`src/rtl/lane_serializer7.sv`:
```
module lane_serializer7 #(
  parameter int FALL_LAG = 4,
  parameter int CLK_HIGH = 4
) (
  input  logic        clk,
  input  logic        sleep_n,
  input  logic        edge_rise,
  input  logic        load_stb,
  input  logic [27:0] pix_in,
  output logic [3:0]  lane_out,
  output logic        clk_lane
);
  localparam int LANES  = 4;
  localparam int SLOTS  = 7;
  localparam int WORD_W = LANES * SLOTS;
  localparam int CW     = $clog2(SLOTS + 1);
  localparam int MAP [WORD_W] = '{0, 1, 2, 3, 4, 6, 7,
                                  8, 9, 12, 13, 14, 15, 18,
                                  19, 20, 21, 22, 24, 25, 26,
                                  27, 5, 10, 11, 16, 17, 23};

  logic [FALL_LAG-1:0] lag;
  logic [CW-1:0]       slot;
  logic                cap;

  assign cap      = edge_rise ? load_stb : lag[FALL_LAG-1];
  assign clk_lane = slot < CW'(CLK_HIGH);

  always_ff @(posedge clk or negedge sleep_n)
    if (!sleep_n) lag <= '0;
    else          lag <= {lag[FALL_LAG-2:0], load_stb};

  always_ff @(posedge clk or negedge sleep_n)
    if (!sleep_n)                slot <= CW'(SLOTS);
    else if (cap)                slot <= '0;
    else if (slot != CW'(SLOTS)) slot <= slot + 1'b1;

  for (genvar l = 0; l < LANES; l++) begin : g_lane
    logic [SLOTS-1:0] fresh, sr;
    for (genvar k = 0; k < SLOTS; k++) begin : g_bit
      assign fresh[SLOTS-1-k] = pix_in[MAP[l*SLOTS+k]];
    end
    always_ff @(posedge clk or negedge sleep_n)
      if (!sleep_n) sr <= '0;
      else if (cap) sr <= fresh;
      else          sr <= {sr[SLOTS-2:0], 1'b0};
    assign lane_out[l] = sr[SLOTS-1];
  end
endmodule

```
`config.mk`:
```
export PLATFORM = sky130hd
export DESIGN_NAME = lane_serializer7
export DESIGN_NICKNAME = d
export VERILOG_FILES = /design/src/rtl/lane_serializer7.sv
export SDC_FILE = /design/constraint.sdc
export NUM_CORES = 1
export LEC_CHECK = 0
export ABC_AREA = 0
export BUFFER_PORTS_ARGS = -buffer_cell sky130_fd_sc_hd__buf_4
export CAP_MARGIN = 20
export CORE_ASPECT_RATIO = 0.5
export CORE_MARGIN = 5
export CORE_UTILIZATION = 50
export DETAILED_ROUTE_END_ITERATION = 10
export GPL_TIMING_DRIVEN = 0
export PLACE_DENSITY_LB_ADDON = 0.12
export SLEW_MARGIN = 20
export SYNTH_ARGS = -nofsm -noshare
export SYNTH_HDL_FRONTEND = slang
export SYNTH_SLANG_ARGS = --single-unit
```
`constraint.sdc`:
```
create_clock -name clk -period 1.38 [get_ports clk]
set_input_delay 0.207 -clock clk [delete_from_list [all_inputs] [get_ports clk]]
set_output_delay 0.207 -clock clk [all_outputs]
set_load 0.05 [all_outputs]
```
==> reports/qor.txt <==
status - complete, no violations
Synth top area share - 60.3%
Worst Hold End - lag[0]
drt drc - 0
# H-tree levels - 2
via count of the first global-routing pass - 893
most frequent cells in the layout - buf_4 (40), dfrtp_1 (32), mux2_2 (23)
grt total ovfl - 0
Hold Crit Start - load_stb
Tmin final - 1.30 ns
Post-Syn Area per Cell - 16.6 µm²
Final TNS setup - 0 ns
Inst Count DP - 153
row count - 13
clock sinks - 35
Flop pwr share - 51.3%
hpwl dp - 1620 µm
Slew @ Worst Pin - 0.416 ns
Critical R2R Launch - lag[3]
R2R setup slack - 0.08 ns
cell area after layout - 0.00176 mm²
drt first pass iters - 3
Final period util - 94.2%
core area - 0.00257 mm²
Clk network pwr share - 32.1%
pin count of the biggest net entering global routing - 36
worst-skew pair later-pin latency - 0.27 ns
largest cells by area after synthesis - dfrtp_1 (60%), mux2_2 (19%), dfstp_2 (5.9%)
Detailed Route WL - 2140 µm
CP Launch Type - flip-flop
fin. max-slew vios - 0
die outline height - 46.5 µm
Placed Area - 0.00165 mm²
Vias/cell - 4.60
Slew headroom - 72.3%
Critical Path Slowest Stage Cell - dfrtp_1
register bit total from synthesis - 35
post-synth net total - 114
kind of end point of the critical path - flip-flop
Clock Skew - 0.00752 ns
crit path max fanout - 10
area delta synth->final - 32.3%
Gate Count Post-Synth - 80
Final Total Pwr - 0.00228 W
Worst EP required - 1.53 ns
CTS Buf Count - 5
Cell Pwr Density - 1300 mW/mm²
via count - 745
first-pass GRT wire length - 3730 µm
combinational share of power - 16.6%
crit path DAT - 1.45 ns
CTS tree - built
Root Driver - clkbuf_8
Worst Setup Path Type - reg -> reg
smallest hold slack - 0.0719 ns
starting density of the core - 51.7%
DR WL/cell - 13.2 µm
initial antenna violation count - 0
Final ANT Viol Nets - 0
fmax - 769 MHz
Hold Vio Cnt, Final - 0
sequential share of the synthesized area - 66.2%
hold crit path type - in -> reg
total track usage - 13.1%
GPL Wtd Cong - 0.642
Synth cell types - 13
r2r worst-path depth - 3
Yosys top cell by area - dfrtp_1
Switching Share - 23.3%
Boundary Pins - 37
commonest non-fill, non-tap cell in the layout - buf_4
Mapped Area - 0.00133 mm²
Synthesis Warnings - 0
Hold Path Cell Cnt - 1
Port Buf Inserts - 36
share of cells above drive strength 1 - 62.4%
unrepaired setup endpoints after global routing - no
Die ar. - 0.00385 mm²
Antenna diodes - 0
cell breakdown of the critical path - mux2i_4 -> buf_6 -> mux2_2
Max-Cap Viols - 0
delay of the slowest critical-path stage - 0.40 ns
DRT iter0 DRCs - 17
Finished Layout Cells - 162
die width - 82.9 µm
Max VDD drop - 989 µV
Cell Int Power - 0.00175 W
static leakage - 0.816 nW
worst r2r dst - g_lane[3].sr[6]
Bufs on Longest Clock Path - 2
# setup viols final - 0
Reg clk slew, reported paths - 0.07 ns
fin nets - 158
P_sw - 0.000531 W
-- worst max-delay path: cells and delay by family, from the launching register on --
family,cells,cell delay [ns]
buffers and inverters,1,0.19
DFF,1,0.40
muxes,2,0.58
-- sequential cells by signal (all words and copies together), names as in the netlist --
signal / cells
slot: 3
lag: 4
g_lane.sr: 28
-- final cells by class --
class                   instances  area (µm²)
flip-flops and latches         35         880
repair buffers                 37         280
plain buffers                   7        63.8
multi-input cells              37         393
inverters                       1        3.75
well taps                      37        46.3
fillers                       195         812
clock buffers                   7        86.3
clock inverters                 1        5.00
-- what timing repair did --
action / CTS / global route
hold endpoints to repair: 32 / 0
hold buffers: 1 / 0
setup endpoints to repair: 7 / 1
gates resized for setup: 1 / 1
setup buffers: 0 / 0
pin swaps: 0 / 0
-- routing by layer --
| layer | global-route usage, % | routed length, µm |
|---|---|---|
| met1 | 13.7 | 809 |
| met2 | 24.0 | 1140 |
| met3 | 6.61 | 177 |
| met4 | 3.91 | 8 |
| met5 | 0 | 0 |
-- per-stage QoR --
step | setup slack, ns | utilization [%]
floorplan | 0.124 | -
global route | 0.0280 | 68.4
CTS | 0.0668 | 68.3
detailed placement | 0.0105 | 64.0
global placement | 0.0481 | 64.0
finish | 0.0797 | 68.4
-- cell families (layout without fill, tap and decap cells) --
group	Yosys count	count (layout)	share of synthesized area, %
adders and majority gates	2	2	1.88
buffers and inverters	8	53	5.08
muxes	27	27	22.9
and+or+nand+nor	7	7	3.30
DFF	35	35	66.2
xor gates and xnor gates	1	1	0.659
-- power by group through the flow --
stage | Clock [W] | Combinational [W] | Sequential [W]
finish | 0.000732 | 0.000379 | 0.00117
floorplan | 0 | 0.000240 | 0.00118
global placement | 0 | 0.000359 | 0.00118
CTS | 0.000762 | 0.000387 | 0.00117
detailed placement | 0 | 0.000382 | 0.00119
global route | 0.000807 | 0.000415 | 0.00118
-- worst max path at each step --
stage	startpoint	end	slack, ns
after floorplan	lag[3]	g_lane[0].sr[4]	0.12
after global placement	lag[3]	g_lane[2].sr[3]	0.05
after detailed placement	lag[3]	g_lane[3].sr[6]	0.01
after CTS	lag[3]	g_lane[3].sr[6]	0.07
after global routing	lag[3]	g_lane[3].sr[6]	0.03
final	lag[3]	g_lane[3].sr[6]	0.08
-- cells in the mapped netlist, drive strengths merged --
cell	n
xnor2	1
dfstp	3
mux2i	3
inv	1
and2	1
mux2	24
buf	7
ha	2
dfrtp	32
nor2b	6
No activity file was read; power rests on OpenSTA's default activity.
